File: src/rtl/cfg_xlate_pkg.sv
package cfg_xlate_pkg;

  localparam int unsigned DW = 32;

  localparam logic [1:0] SZ_BYTE = 2'd0;
  localparam logic [1:0] SZ_HALF = 2'd1;

  localparam logic [2:0] WT_CFG0 = 3'd4;
  localparam logic [2:0] WT_CFG1 = 3'd5;

  typedef enum logic [2:0] {
    ST_IDLE,
    ST_CHK,
    ST_RMW,
    ST_ACC,
    ST_RESP
  } state_e;

  // first byte lane touched by an access of the given size
  function automatic logic [1:0] lane_base(logic [1:0] size, logic [1:0] lo);
    case (size)
      SZ_BYTE: return lo;
      SZ_HALF: return {lo[1], 1'b0};
      default: return 2'b00;
    endcase
  endfunction

  function automatic logic [3:0] lane_mask(logic [1:0] size, logic [1:0] lo);
    case (size)
      SZ_BYTE: return 4'b0001 << lo;
      SZ_HALF: return 4'b0011 << {lo[1], 1'b0};
      default: return 4'b1111;
    endcase
  endfunction

  function automatic logic [DW-1:0] merge_lanes(logic [DW-1:0] old, logic [DW-1:0] wd,
                                                logic [1:0] size, logic [1:0] lo);
    logic [DW-1:0] sh;
    logic [3:0]    m;
    logic [DW-1:0] res;
    sh = wd << {lane_base(size, lo), 3'b000};
    m  = lane_mask(size, lo);
    for (int i = 0; i < 4; i++)
      res[8*i +: 8] = m[i] ? sh[8*i +: 8] : old[8*i +: 8];
    return res;
  endfunction

  function automatic logic [DW-1:0] pick_lane(logic [DW-1:0] dw, logic [1:0] size,
                                              logic [1:0] lo);
    logic [DW-1:0] sh;
    sh = dw >> {lane_base(size, lo), 3'b000};
    case (size)
      SZ_BYTE: return {24'h0, sh[7:0]};
      SZ_HALF: return {16'h0, sh[15:0]};
      default: return dw;
    endcase
  endfunction

endpackage

File: src/rtl/cfg_xlate_route.sv
module cfg_xlate_route
  import cfg_xlate_pkg::*;
#(
  parameter int unsigned BUS_W     = 8,
  parameter int unsigned DEV_W     = 5,
  parameter int unsigned FN_W      = 3,
  parameter int unsigned OFS_W     = 12,
  parameter int unsigned BUS0_DEVS = 2,
  parameter int unsigned BUS1_DEVS = 1
) (
  input  logic [BUS_W-1:0] bus,
  input  logic [DEV_W-1:0] dev,
  input  logic [FN_W-1:0]  fn,
  input  logic [OFS_W-1:0] ofs,
  output logic             tuple_ok,
  output logic             remote,
  output logic [2:0]       wtype,
  output logic [DW-1:0]    tgt,
  output logic [OFS_W-1:0] addr
);
  localparam int unsigned FN_LSB  = 16;
  localparam int unsigned DEV_LSB = FN_LSB + FN_W;
  localparam int unsigned BUS_LSB = DEV_LSB + DEV_W;

  logic bus_is0, bus_is1;
  assign bus_is0 = (bus == BUS_W'(0));
  assign bus_is1 = (bus == BUS_W'(1));

  always_comb begin
    tuple_ok = 1'b1;
    if (bus_is0 && (32'(dev) >= BUS0_DEVS)) tuple_ok = 1'b0;
    if (bus_is1 && (32'(dev) >= BUS1_DEVS)) tuple_ok = 1'b0;
  end

  assign remote = !bus_is0;
  assign wtype  = (bus_is0 || bus_is1) ? WT_CFG0 : WT_CFG1;
  assign addr   = {ofs[OFS_W-1:2], 2'b00};

  always_comb begin
    tgt = '0;
    if (remote) begin
      tgt[BUS_LSB +: BUS_W] = bus;
      tgt[DEV_LSB +: DEV_W] = dev;
      tgt[FN_LSB  +: FN_W]  = fn;
    end
  end
endmodule

File: src/rtl/cfg_xlate_lanes.sv
module cfg_xlate_lanes
  import cfg_xlate_pkg::*;
(
  input  logic [DW-1:0] old_dw,
  input  logic [DW-1:0] wdata,
  input  logic [DW-1:0] rd_dw,
  input  logic [1:0]    size,
  input  logic [1:0]    lo,
  output logic [DW-1:0] merged,
  output logic [DW-1:0] rd_lane
);
  assign merged  = merge_lanes(old_dw, wdata, size, lo);
  assign rd_lane = pick_lane(rd_dw, size, lo);
endmodule

File: src/rtl/cfg_xlate_ctrl.sv
module cfg_xlate_ctrl
  import cfg_xlate_pkg::*;
#(
  parameter int unsigned BUS_W = 8,
  parameter int unsigned DEV_W = 5,
  parameter int unsigned FN_W  = 3,
  parameter int unsigned OFS_W = 12
) (
  input  logic             clk,
  input  logic             rst_n,
  input  logic             req_valid,
  output logic             req_ready,
  input  logic [BUS_W-1:0] req_bus,
  input  logic [DEV_W-1:0] req_dev,
  input  logic [FN_W-1:0]  req_fn,
  input  logic [OFS_W-1:0] req_ofs,
  input  logic [1:0]       req_size,
  input  logic             req_write,
  input  logic [DW-1:0]    req_wdata,
  output logic [BUS_W-1:0] lat_bus,
  output logic [DEV_W-1:0] lat_dev,
  output logic [FN_W-1:0]  lat_fn,
  output logic [OFS_W-1:0] lat_ofs,
  output logic [1:0]       lat_size,
  output logic             lat_write,
  output logic [DW-1:0]    lat_wdata,
  input  logic             tuple_ok,
  input  logic [DW-1:0]    rd_lane,
  output logic [DW-1:0]    hold_q,
  output logic             acc_valid,
  input  logic             acc_ready,
  output logic             acc_write,
  input  logic [DW-1:0]    acc_rdata,
  output logic             rsp_valid,
  input  logic             rsp_ready,
  output logic [DW-1:0]    rsp_rdata,
  output logic             rsp_err,
  output logic             ev_filtered,
  output logic             ev_rmw_done
);
  state_e st_q;
  logic   sub_dw;

  assign sub_dw      = !lat_size[1];
  assign req_ready   = (st_q == ST_IDLE);
  assign acc_valid   = (st_q == ST_RMW) || (st_q == ST_ACC);
  assign acc_write   = (st_q == ST_ACC) && lat_write;
  assign rsp_valid   = (st_q == ST_RESP);
  assign ev_filtered = (st_q == ST_CHK) && !tuple_ok;
  assign ev_rmw_done = (st_q == ST_RMW) && acc_ready;

  always_ff @(posedge clk) begin
    if (!rst_n) begin
      st_q      <= ST_IDLE;
      lat_bus   <= '0;
      lat_dev   <= '0;
      lat_fn    <= '0;
      lat_ofs   <= '0;
      lat_size  <= '0;
      lat_write <= 1'b0;
      lat_wdata <= '0;
      hold_q    <= '0;
      rsp_rdata <= '0;
      rsp_err   <= 1'b0;
    end else begin
      case (st_q)
        ST_IDLE: if (req_valid) begin
          lat_bus   <= req_bus;
          lat_dev   <= req_dev;
          lat_fn    <= req_fn;
          lat_ofs   <= req_ofs;
          lat_size  <= req_size;
          lat_write <= req_write;
          lat_wdata <= req_wdata;
          st_q      <= ST_CHK;
        end
        ST_CHK: begin
          if (!tuple_ok) begin
            rsp_rdata <= lat_write ? '0 : '1;
            rsp_err   <= lat_write;
            st_q      <= ST_RESP;
          end else if (lat_write && sub_dw) begin
            st_q <= ST_RMW;
          end else begin
            st_q <= ST_ACC;
          end
        end
        ST_RMW: if (acc_ready) begin
          hold_q <= acc_rdata;
          st_q   <= ST_ACC;
        end
        ST_ACC: if (acc_ready) begin
          rsp_rdata <= lat_write ? '0 : rd_lane;
          rsp_err   <= 1'b0;
          st_q      <= ST_RESP;
        end
        ST_RESP: if (rsp_ready) st_q <= ST_IDLE;
        default: st_q <= ST_IDLE;
      endcase
    end
  end
endmodule

File: src/rtl/cfg_xlate.sv
module cfg_xlate
  import cfg_xlate_pkg::*;
#(
  parameter int unsigned BUS_W     = 8,
  parameter int unsigned DEV_W     = 5,
  parameter int unsigned FN_W      = 3,
  parameter int unsigned OFS_W     = 12,
  parameter int unsigned BUS0_DEVS = 2,
  parameter int unsigned BUS1_DEVS = 1
) (
  input  logic             clk,
  input  logic             rst_n,
  input  logic             req_valid,
  output logic             req_ready,
  input  logic [BUS_W-1:0] req_bus,
  input  logic [DEV_W-1:0] req_dev,
  input  logic [FN_W-1:0]  req_fn,
  input  logic [OFS_W-1:0] req_ofs,
  input  logic [1:0]       req_size,
  input  logic             req_write,
  input  logic [31:0]      req_wdata,
  output logic             acc_valid,
  input  logic             acc_ready,
  output logic             acc_write,
  output logic             acc_remote,
  output logic [2:0]       acc_wtype,
  output logic [31:0]      acc_tgt,
  output logic [OFS_W-1:0] acc_addr,
  output logic [31:0]      acc_wdata,
  input  logic [31:0]      acc_rdata,
  output logic             rsp_valid,
  input  logic             rsp_ready,
  output logic [31:0]      rsp_rdata,
  output logic             rsp_err
);
  logic [BUS_W-1:0] lat_bus;
  logic [DEV_W-1:0] lat_dev;
  logic [FN_W-1:0]  lat_fn;
  logic [OFS_W-1:0] lat_ofs;
  logic [1:0]       lat_size;
  logic             lat_write;
  logic [DW-1:0]    lat_wdata;
  logic [DW-1:0]    hold_q;
  logic [DW-1:0]    merged;
  logic [DW-1:0]    rd_lane;
  logic             tuple_ok;
  logic             ev_filtered;
  logic             ev_rmw_done;

  cfg_xlate_ctrl #(.BUS_W(BUS_W), .DEV_W(DEV_W), .FN_W(FN_W), .OFS_W(OFS_W)) u_ctrl (
    .clk, .rst_n, .req_valid, .req_ready, .req_bus, .req_dev, .req_fn, .req_ofs,
    .req_size, .req_write, .req_wdata,
    .lat_bus, .lat_dev, .lat_fn, .lat_ofs, .lat_size, .lat_write, .lat_wdata,
    .tuple_ok, .rd_lane, .hold_q,
    .acc_valid, .acc_ready, .acc_write, .acc_rdata,
    .rsp_valid, .rsp_ready, .rsp_rdata, .rsp_err,
    .ev_filtered, .ev_rmw_done
  );

  cfg_xlate_route #(
    .BUS_W(BUS_W), .DEV_W(DEV_W), .FN_W(FN_W), .OFS_W(OFS_W),
    .BUS0_DEVS(BUS0_DEVS), .BUS1_DEVS(BUS1_DEVS)
  ) u_route (
    .bus(lat_bus), .dev(lat_dev), .fn(lat_fn), .ofs(lat_ofs),
    .tuple_ok, .remote(acc_remote), .wtype(acc_wtype), .tgt(acc_tgt), .addr(acc_addr)
  );

  cfg_xlate_lanes u_lanes (
    .old_dw(hold_q), .wdata(lat_wdata), .rd_dw(acc_rdata),
    .size(lat_size), .lo(lat_ofs[1:0]), .merged, .rd_lane
  );

  assign acc_wdata = !acc_write ? '0 : (lat_size[1] ? lat_wdata : merged);
endmodule

File: config.mk
export PLATFORM = sky130hd
export DESIGN_NAME = cfg_xlate
export DESIGN_NICKNAME = d
export VERILOG_FILES = /design/src/rtl/cfg_xlate_pkg.sv /design/src/rtl/cfg_xlate_route.sv /design/src/rtl/cfg_xlate_lanes.sv /design/src/rtl/cfg_xlate_ctrl.sv /design/src/rtl/cfg_xlate.sv
export SDC_FILE = /design/constraint.sdc
export NUM_CORES = 1
export LEC_CHECK = 0
export BUFFER_PORTS_ARGS = -buffer_cell sky130_fd_sc_hd__buf_2
export CAP_MARGIN = 20
export CORE_UTILIZATION = 55
export DETAILED_ROUTE_END_ITERATION = 8
export GPL_TIMING_DRIVEN = 1
export PLACE_DENSITY = 0.91
export SYNTH_ARGS = -nofsm -noshare
export SYNTH_HDL_FRONTEND = slang
export SYNTH_SLANG_ARGS = --single-unit
File: constraint.sdc
create_clock -name clk -period 2.95 [get_ports clk]
set_input_delay 0.4425 -clock clk [delete_from_list [all_inputs] [get_ports clk]]
set_output_delay 0.4425 -clock clk [all_outputs]
set_load 0.05 [all_outputs]
Word level (Yosys, flattened, before mapping):

Cells that the tools add are included.

* input bits: 100
* output and inout port bits: 117
* word-level logic and storage cells: 72
* register bits: 131

* equal/unequal tests: 11
* muxes and demuxes: 28
* shift operators: 4
* reduce and logical (&&, ||, !) cells: 16
* magnitude comparators: 2

Operator list (number)
* two-way mux 32 bit: 6
* case mux 32 bit (2 select lines): 2
* two-way mux 8 bit: 4
* left shift 32 x 5 -> 32 bit: 1
* right shift 32 x 5 -> 16 bit: 1
* two-way mux 16 bit: 1
* two-way mux 3 bit: 5
* case mux 3 bit (5 select lines): 1
* equality test 8 x 1 -> 1 bit (second input constant): 1
* logical NOT 8 bit: 1
* != test 2 bit (second input constant): 4
* case mux 4 bit (2 select lines): 1
* equality test 3 x 2 -> 1 bit (second input constant): 2
* two-way mux 1 bit: 6
* >= comparator 5 x 1 -> 1 bit (second input constant): 1
* >= comparator 5 x 2 -> 1 bit (second input constant): 1
* logical AND 1 bit: 4
* case mux 2 bit (2 select lines): 1
* AND reduction 2 bit: 2
* AND reduction 4 bit: 1
* left shift 1 x 2 -> 4 bit (first input constant): 1
* left shift 2 x 2 -> 4 bit (first input constant): 1
* equality test 3 x 1 -> 1 bit (second input constant): 1
* equality test 3 bit (second input constant): 1
* 9 further kinds: 11

Depth between registers and ports, before layout:

Gate-level depths: netlist of run 1.

* word-level depth: 7
* gate-level depth with buffers: 8
* depth with buffers taken out: 5

By module:

From an unflattened synthesis of run 1, not the netlist that was laid out.

* cell total of the unflattened synthesis: 939
* area, all modules: 7375.8 sq um

Modules (own cells, without submodules)
* cfg_xlate_ctrl: instances 1, area an instance 5088.6 sq um, sequential area each 2622.5 sq um, cells each 595
* cfg_xlate_lanes: instances 1, area an instance 1286.2 sq um, sequential area each 0.0 sq um, cells each 216
* cfg_xlate: instances 1, area an instance 603.1 sq um, sequential area each 0.0 sq um, cells each 71
* cfg_xlate_route: instances 1, area an instance 397.9 sq um, sequential area each 0.0 sq um, cells each 57

Worst setup path after synthesis of run 1:

No wires, ideal clock.

* path kind: flip-flop to output port
* start: register u_ctrl.lat_size[1]
* end: output acc_wdata[15]
* path buffers: 4
* data required time: 2.508 ns
* arrival: 2.154 ns
* path slack: 0.354 ns
* stages on the path, launching flop included: 7
* cell sequence: dfxtp_1 buf_2 clkbuf_1 clkbuf_1 clkbuf_1 o21ai_0 a31oi_1

* cells in the longest elaborated chain, start to end: 6
* elaborated cells on any way between the ends: 8

Ends and longest elaborated chain
* from (decl): RTL line cfg_xlate_ctrl.sv:24 `output logic [1:0] lat_size,`
* from (signal assigned): RTL line cfg_xlate_ctrl.sv:72 `lat_size <= req_size;`
* equality test 2 x 1 -> 1 bit / logical NOT 2 bit (equally long branches): RTL line cfg_xlate_pkg.sv:21, cfg_xlate_pkg.sv:29
* case mux 2 bit (2 select lines): RTL line cfg_xlate_pkg.sv:21 `case (size)`
* left shift 32 x 5 -> 32 bit: RTL line cfg_xlate_pkg.sv:41 `sh = wd << {lane_base(size, lo), 3'b000};`
* two-way mux 8 bit: RTL line cfg_xlate_pkg.sv:44 `res[8*i +: 8] = m[i] ? sh[8*i +: 8] : old[8*i +: 8];`
* two-way mux 32 bit * (2 in series): RTL line cfg_xlate.sv:73 `assign acc_wdata = !acc_write ? '0 : (lat_size[1] ? lat_wdata : merged);`
* to (decl): RTL line cfg_xlate.sv:29 `output logic [31:0] acc_wdata,`

Every way passes the cells marked *; elsewhere a longest branch is shown, timed or not.

Worst setup path in the final report of run 1:

* start: register u_ctrl.lat_ofs[1]
* end: output acc_wdata[29]

* cells in the longest elaborated chain, start to end: 5
* elaborated cells on any way between the ends: 8

Ends and longest elaborated chain
* from (decl): RTL line cfg_xlate_ctrl.sv:23 `output logic [OFS_W-1:0] lat_ofs,`
* from (signal assigned): RTL line cfg_xlate_ctrl.sv:71 `lat_ofs <= req_ofs;`
* case mux 2 bit (2 select lines), or another cell as far along: RTL line cfg_xlate_pkg.sv:21
* left shift 32 x 5 -> 32 bit / case mux 4 bit (2 select lines) (equally long branches): RTL line cfg_xlate_pkg.sv:41, cfg_xlate_pkg.sv:29
* two-way mux 8 bit *: RTL line cfg_xlate_pkg.sv:44
* two-way mux 32 bit * (2 in series): RTL line cfg_xlate.sv:73

Marks and branches as above.

==> impl_results.md, run 1 <==
- Status: complete, but fails checks
- Failing checks: DRC
- CP Buf/Inv Count: 1
- Nets: approximately 1,100
- Critical-path maximum fanout: 17
- Yosys top cell by area: dfxtp_1
- Cts hold-fix bufs: 0
- Ports: between 200 and 250
- Top cell type's share of synthesized area: 0.392
- Die width: 112 um
- First-pass detailed-route iteration total: 9
- F_max: roughly 360 MHz
- Dominant cells by area after synthesis: dfxtp_1 (39%), nand2_1 (14%), a21boi_0 (11%)
- Synthesized area: 0.00669 mm2
- Async S/R FF share, synth: 0
- M1 WL: 7870 um
- YS warnings: 0
- MaxCap Viol Count: 0
- WP data arrival: 2.33 ns
- CTS root buf: clkbuf_16
- Yosys cell types: 40
- Die area: roughly 0.013 mm2
- DRC: 15
- Reg2Reg Setup Slack: a little under 0.7 ns
- Worst IR drop on VDD: roughly 0.00072 V
- Unrepaired setup endpoints after global routing: false
- H-tree levels: 4
- DR WL met2: 9030 um
- WL final: between 15,000 and 20,000 um
- Critical path endpoint category: output pin
- TritonCTS clock tree: done
- Synth Area in Simple Gates: 0.221
- Flip-flop and latch count after synthesis: 131
- Main combinational cell family by area after synthesis: compound AO/OA/AOI/OAI gates
- Clock Path Buffers: 2
- ANT cells: 0
- Final Hold Vio Count: 0
- Mux contribution to synthesized area: 0.0255
- Crit path kind: register to output pin
- Total number of vias: 6,716
- Mapped Cells: between 800 and 900
- Min setup slack post-route: about 0.18 ns
- Clk Latency, worst-skew pair: approximately 0.42 ns
- Worst slew margin: 0.502
- Wire per inst: 16.7 um
- Initial antenna violation count: 0
- Num rows: 39
- RePlAce Congestion: 0.899
- Pre-CTS WS: between 0.5 and 0.6 ns
- Fin crit share: 0.939
- Pwr Density: about 900 mW/mm2
- Least-Margin Pin Slew: ~0.75 ns
- Initial core utilization: 0.576
- Hold Crit Class: input port to register
- Largest net degree at the start of global routing: between 90 and 100
- Top cells by count, synth: nand2_1 (249), dfxtp_1 (131), a21boi_0 (96)
- Post-DP HPWL: 13,400 um
- Max stage delay cell, worst path: dfxtp_1
- Vias in the first global route: ~6,200
- Chip Height: 112 um
- First-pass GRT wire length: ~31,000 um
- Tmin final: between 2 and 3 ns
- Finished Core Util: 0.700
- Vias per cell: approximately 5.8
- Top-count cell post-synth: nand2_1
- Critical path required time: roughly 2.5 ns
- Clock sinks: between 100 and 150
- Compound-gate portion of the synthesized area: 0.274
- Post-synth EDFFs: 0
- Top Layer Used: met4
- Core area: between 0.01 and 0.015 mm2
- Mean Syn Cell Area: just under 8 um2
- Total GRT Usage: 0.313
- Remaining Overflow, GRT: 0
- Setup violations, final: 0
- # resized after CTS: 0
- IO Port Bufs: roughly 200
- Synth Area in XOR/XNOR: 0
- Sequential-to-total area share from yosys stat: 0.392
- Worst-path clk slew: ~0.060 ns
- Adder-Cell Fraction of Synth Area: 0
- Most used cell, CP: nor2_1
- Final TNS setup: 0 ns
- Layout cells sized above 1: 0.258
- Setup bufs post-CTS: 0
- Count of pins over their slew limit: 0
- Worst-path cell chain: o21a_2 > nor2_1 > a311oi_1 > a21oi_1 > nor2_1 > buf_2
- DR iter-0 viols: between 700 and 800
- Leakage: ~0.0035 uW
- Synth Flop Type: dfxtp_1
- Top delay family on crit path: compound AO/OA/AOI/OAI gates
- Layout Skew: a little over 0.01 ns
- CP startpoint kind: register
- Routed Antenna Nets: 0
- Max incr delay on CP: approximately 0.65 ns
- Total CTS buffers: 17
- Wire length on met3: around 1900 um
- Syn-to-layout area delta: 21.5%
==> path summary, 6_finish.rpt <==
kind / startpoint / end / cells after the start
setup / recovery: u_ctrl.lat_ofs[1] / acc_wdata[29] / 6
hold / removal: req_dev[3] / u_ctrl.lat_dev[3] / 3
setup reg to reg: u_ctrl.lat_bus[3] / u_ctrl.rsp_rdata[8] / 6
hold reg to reg: u_ctrl.lat_fn[2] / u_ctrl.lat_fn[2] / 2
==> power by group <==
| part | switching (uW) | internal (uW) | total, uW |
|---|---|---|---|
| Sequential | 311 | 2120 | 2430 |
| Clock | 769 | 1430 | 2200 |
| Combinational | 1950 | 759 | 2710 |
==> cells by family after synthesis <==
kind of cell | Yosys count
AOI/OAI and AO/OA | 260
buffers and inverters | 113
DFF | 131
muxes | 16
other | 2
and+or+nand+nor | 348
==> tightest hold or removal path: stages <==
cell and delay [ns]:
buf_2 0.09, nand2_1 0.04, a21boi_0 0.06
==> final cells by class <==
class                      count  area (um2)
sequential                   131        2620
timing repair buffer         212        1120
clock inverter                 9         126
fill                         951        3490
inverter                       5        18.8
multi-input combinational    644        3570
clock buffer                  22         494
tap                          143         179
==> sequential cells by signal, summed over array words and instances, names as in the netlist <==
name / count
u_ctrl.hold_q: 32
u_ctrl.lat_bus: 8
u_ctrl.lat_dev: 5
u_ctrl.lat_fn: 3
u_ctrl.lat_ofs: 12
u_ctrl.lat_size: 2
u_ctrl.lat_wdata: 32
u_ctrl.lat_write: 1
u_ctrl.rsp_err: 1
u_ctrl.rsp_rdata: 32
u_ctrl.st_q: 3
==> metal layers <==
metal	track usage	vias to the layer above
met4	0.152	0
met5	0	-
li1	-	3186
met1	0.403	3073
met2	0.504	391
met3	0.0643	66
==> cells in the final DEF, fill, tap and decap left out, types with 17 or more instances in the layout <==
cell,netlist,final
conb_1,2,20
a21oi_1,42,42
a21boi_0,96,96
buf_2,17,195
nor2b_1,22,22
o21ai_0,34,34
nor2_1,40,39
nand2_1,249,248
clkbuf_16,0,17
dfxtp_1,131,130
==> stage by stage <==
step	hold WS, ns	instances	power [uW]	instance area [um2]
2_1_floorplan	0.439	888	4540	6750
3_3_place_gp	0.446	1135	5060	7490
3_5_place_dp	0.452	1135	5120	7490
4_1_cts	0.264	1166	7320	8110
5_1_grt	0.274	1166	7690	8120
6_report	0.272	1166	7350	8120
Power figures use the tool's default switching activity.
==> run 2: changes to the inputs <==
Settings changed: CORE_UTILIZATION 55 to 46, PLACE_DENSITY 0.91 to 0.81, REMOVE_ABC_BUFFERS set to 1.
Clock period 2.95 ns to 2.44 ns, I/O delays scaled along.
==> impl_results.md, run 2 (synthesis results as in run 1) <==
- Vias in the first global route: just over 6,000
- TritonCTS clock tree: done
- Post-DP HPWL: approximately 14,000 um
- Cts hold-fix bufs: 0
- CP startpoint kind: register
- Num rows: 43
- Total number of vias: a little under 7,000
- Syn-to-layout area delta: 27.3%
- DR iter-0 viols: between 400 and 500
- Critical path endpoint category: output pin
- Placed inst area: a little under 0.008 mm2
- Largest net degree at the start of global routing: 60
- Ports: ~220
- Crit path kind: register to output pin
- Cell Count, Final, Fillers Out: about 1,200
- Total GRT Usage: 0.265
- Clock sinks: 131
- Worst-path clk slew: about 0.060 ns
- Pre-CTS WS: between 0.2 and 0.25 ns
- Final Hold Vio Count: 0
- Vias per cell: roughly 5.5
- Final instance area: 0.00851 mm2
- Fin crit share: 0.988
- RePlAce Congestion: between 0.9 and 1
- Total CTS buffers: 17
- Finished Core Util: 0.606
- Remaining Overflow, GRT: 0
- F_max: a little over 400 MHz
- Unrepaired setup endpoints after global routing: true
- Initial antenna violation count: 1
- Min setup slack post-route: ~0.03 ns
- Critical path required time: about 2.1 ns
- First-pass detailed-route iteration total: 6
- Pwr Density: between 1000 and 1500 mW/mm2
- Routed Antenna Nets: 0
- Initial core utilization: 0.476
- Least-Margin Pin Slew: between 0.6 and 0.7 ns
- First-pass GRT wire length: 30,800 um
- WL final: 20,100 um
- Worst-path cell chain: nor2b_1 > buf_4 > a22o_1 > a222oi_1 > nor2_1 > buf_2
- Layout cells sized above 1: 0.281
- ANT cells: 0
- Clock Path Buffers: 2
- Hold Crit Class: input port to register
- Clk Latency, worst-skew pair: 0.42 ns
- H-tree levels: 4
- WP data arrival: ~2.0 ns
- Largest registers: u_ctrl.hold_q: 32 flops, u_ctrl.lat_wdata: 32 flops, u_ctrl.rsp_rdata: 32 flops
- Tmin final: around 2.4 ns
- Wire per inst: 16.4 um
- Layout Skew: roughly 0.0086 ns
- Critical-path maximum fanout: 6
- Final TNS setup: 0 ns
- IO Port Bufs: between 150 and 200
- DRC: 0
- Max incr delay on CP: ~0.43 ns
- Chip Height: 123 um
- Placed Cells: approximately 1,200
- Worst IR drop on VDD: between 0.001 and 0.0015 V
- Die area: between 0.015 and 0.02 mm2
- Status: complete, no violations
- Worst slew margin: 0.577
- Count of pins over their slew limit: 0
- Max stage delay cell, worst path: a222oi_1
- Die width: 123 um
- Leakage: about 0.0036 uW
- Core area: approximately 0.014 mm2
- Setup violations, final: 0
- Nets: between 1,000 and 1,500
- MaxCap Viol Count: 0
- Commonest non-fill, non-tap cell in the layout: nand2_1
- Highest-count cells in the layout ignoring fill and taps: nand2_1 (247), buf_2 (174), dfxtp_1 (127)
- CTS root buf: clkbuf_16
==> run 2: cell count changes in the layout (fill, tap and decap cells not counted), sizes merged <==
| cell | change |
|---|---|
| clkinv | +1 |
| bufbuf | +1 |
| clkinvlp | +2 |
| bufinv | -1 |
| clkbuf | +1 |
| buf | +16 |
==> run 2: what timing repair did <==
action | in CTS | in global routing
gates resized for setup | 18 | 22
gates cloned | 1 | 0
pin swaps | 1 | 4
setup buffers | 2 | 3
setup endpoints to repair | 37 | 36
==> run 2: final timing paths <==
path | depth (start not counted) | from | slack, ns | end
setup reg to reg | 5 | u_ctrl.st_q[2] | 0.41 | u_ctrl.lat_fn[1]
setup / recovery | 6 | u_ctrl.lat_ofs[0] | 0.03 | acc_wdata[11]
hold / removal | 3 | req_ofs[11] | 0.20 | u_ctrl.lat_ofs[11]
hold reg to reg | 2 | u_ctrl.lat_fn[0] | 0.46 | u_ctrl.lat_fn[0]
==> run 2: layout make-up <==
type                       count  area (um2)
tap                          180         225
fill                        1277        5530
clock inverter                11         113
multi-input combinational    644        3600
clock buffer                  19         453
inverter                       5        18.8
sequential                   131        2630
timing repair buffer         233        1470
==> run 2: critical path, delay by kind of cell (launching register included) <==
kind,cells,cell delay (ns)
compound gates,2,0.60
buf+inv,2,0.41
flops,1,0.34
simple gates,2,0.28
==> run 2: through the flow <==
step	total power, uW	hold WS [ns]
6_report	8990	0.196
5_1_grt	9430	0.183
4_1_cts	8920	0.184
3_5_place_dp	6390	0.453
3_3_place_gp	6320	0.444
2_1_floorplan	5240	0.439
==> run 2: per-layer routing <==
layer	up-vias	wire [um]	track usage
met3	32	1580	0.0827
met5	-	17	0
met4	2	335	0.0793
li1	3230	-	-
met2	306	9570	0.439
met1	3171	8610	0.327
==> run 2: power by group <==
part           leakage [uW]  internal (uW)  switching (uW)  total [uW]
clock              0.000276           1530             950        2480
sequential          0.00107           2570             325        2890
combinational       0.00229           1110            2500        3610
total               0.00364           5210            3770        8990
==> run 3: changes to the inputs <==
Settings changed: SETUP_SLACK_MARGIN set to 0.15.
==> impl_results.md, run 3 (synthesis results as in run 1) <==
- Status: complete, no violations
- Syn-to-layout area delta: 31.2%
- Fillers: 1,235
- First-pass GRT wire length: approximately 31,000 um
- IO Port Bufs: 196
- MaxCap Viol Count: 0
- Total CTS buffers: 17
- First-pass detailed-route iteration total: 7
- Worst IR drop on VDD: around 0.0010 V
- Critical-path maximum fanout: 7
- Worst-path clk slew: 0.06 ns
- Layout Skew: roughly 0.007 ns
- Vias in the first global route: between 6,000 and 7,000
- WP depth: 7
- TritonCTS clock tree: done
- Reg2Reg Setup Slack: approximately 0.41 ns
- Crit path kind: register to output pin
- Clock sinks: 131
- Reg-to-Reg End: u_ctrl.lat_ofs[10]
- Min setup slack post-route: approximately 0.095 ns
- WP data arrival: approximately 2 ns
- Num rows: 43
- DRC: 0
- Pwr Density: 1040 mW/mm2
- WL final: approximately 21,000 um
- Unrepaired setup endpoints after global routing: true
- Die area: between 0.015 and 0.02 mm2
- Reg2reg start: u_ctrl.st_q[2]
- Vias per cell: between 5 and 6
- DR iter-0 viols: slightly above 500
- Max stage delay cell, worst path: dfxtp_4
- Tmin final: 2.35 ns
- RePlAce Congestion: about 0.9
- Post-DP HPWL: ~14,000 um
- Fin crit share: 0.961
- Die width: around 120 um
- Core area: between 0.01 and 0.015 mm2
- Initial antenna violation count: 1
- Pre-CTS WS: around 0.24 ns
- Initial core utilization: 0.476
- Worst slew margin: 0.578
- ANT cells: 0
- Count of pins over their slew limit: 0
- CP Buf/Inv Count: 2
- CP startpoint kind: register
- Finished Core Util: 0.624
- Nets: around 1,100
- Hold Crit Class: input port to register
- Highest-count cells in the layout ignoring fill and taps: nand2_1 (245), buf_2 (163), dfxtp_1 (127)
- Top delay family on crit path: compound AO/OA/AOI/OAI gates
- CTS root buf: clkbuf_16
- Final Hold Vio Count: 0
- Critical path required time: ~2.1 ns
- Wire per inst: between 15 and 20 um
- Worst-path cell chain: nand2b_1 > buf_4 > o21ai_0 > a311oi_1 > a21oi_1 > nor2_1 > buf_6
- Commonest non-fill, non-tap cell in the layout: nand2_1
- Chip Height: about 120 um
- F_max: between 400 and 500 MHz
- Critical path startpoint: u_ctrl.lat_size[0]
- Total GRT Usage: 0.269
- Critical path endpoint category: output pin
- Layout cells sized above 1: 0.297
- Largest registers: u_ctrl.hold_q: 32 flops, u_ctrl.lat_wdata: 32 flops, u_ctrl.rsp_rdata: 32 flops
- Least-Margin Pin Slew: around 0.63 ns
- Routed Antenna Nets: 0
- Largest net degree at the start of global routing: 60
- Clk Latency, worst-skew pair: 0.41 ns
- Ports: approximately 220
- Total number of vias: 6,892
- Leakage: about 0.0037 uW
- Remaining Overflow, GRT: 0
- Setup violations, final: 0
- Worst setup path end: acc_wdata[30]
- Reg2reg path depth: 5
- Hold wc startpoint: req_ofs[11]
- Clock Path Buffers: 2
- Max incr delay on CP: roughly 0.4 ns
- H-tree levels: 4
==> run 3: stage by stage <==
step	hold WS, ns	power [uW]	std cells	setup TNS (ns)	area [um2]
after floorplan	0.439	5240	780	-73.83	6190
after global placement	0.444	6320	1187	0	7750
after detailed placement	0.453	6390	1187	0	7750
after CTS	0.184	9050	1230	0	8640
after global routing	0.183	9580	1233	0	8770
final	0.195	9140	1233	0	8770
==> run 3: layout make-up <==
class / instances / area, um2 / share of cell area
clock buffer: 19 / 453 / 0.0517
clock inverter: 11 / 113 / 0.0128
inverter: 5 / 18.8 / 0.00214
multi-input combinational: 645 / 3680 / 0.419
sequential: 131 / 2640 / 0.301
tap: 180 / 225 / 0.0257
timing repair buffer: 242 / 1650 / 0.188
==> run 3: what timing repair did <==
item,in CTS,in global routing
resized for setup,49,40
hold buffers,0,0
gates cloned,2,1
endpoints found under the setup margin,41,40
pin swaps,14,16
setup buffers,11,2
==> run 3: worst min-delay path, cell delays in order <==
cell	delay [ns]
buf_2	0.09
nand2_1	0.04
a21boi_0	0.06
==> run 3: routing by layer <==
layer / share of wire / wire (um) / up-vias / global-route usage
met3: 0.085 / 1760 / 36 / 0.0818
met1: 0.41 / 8560 / 3271 / 0.328
met5: 0.00048 / 10 / - / 0
met4: 0.019 / 384 / 2 / 0.0915
met2: 0.48 / 9930 / 331 / 0.446
li1: - / - / 3252 / -
==> run 3: power breakdown <==
group / switching [uW] / internal [uW] / total (uW)
Clock: 949 / 1530 / 2480
Sequential: 340 / 2570 / 2910
Combinational: 2550 / 1200 / 3750
Total: 3840 / 5300 / 9140
==> run 3: worst min path at each step <==
stage                          to  cells past startpoint
3_5_place_dp     u_ctrl.lat_fn[0]                      2
3_3_place_gp     u_ctrl.lat_fn[1]                      2
2_1_floorplan    u_ctrl.lat_fn[0]                      2
4_1_cts         u_ctrl.lat_ofs[4]                      3
6_report       u_ctrl.lat_ofs[11]                      3
5_1_grt         u_ctrl.lat_dev[0]                      3
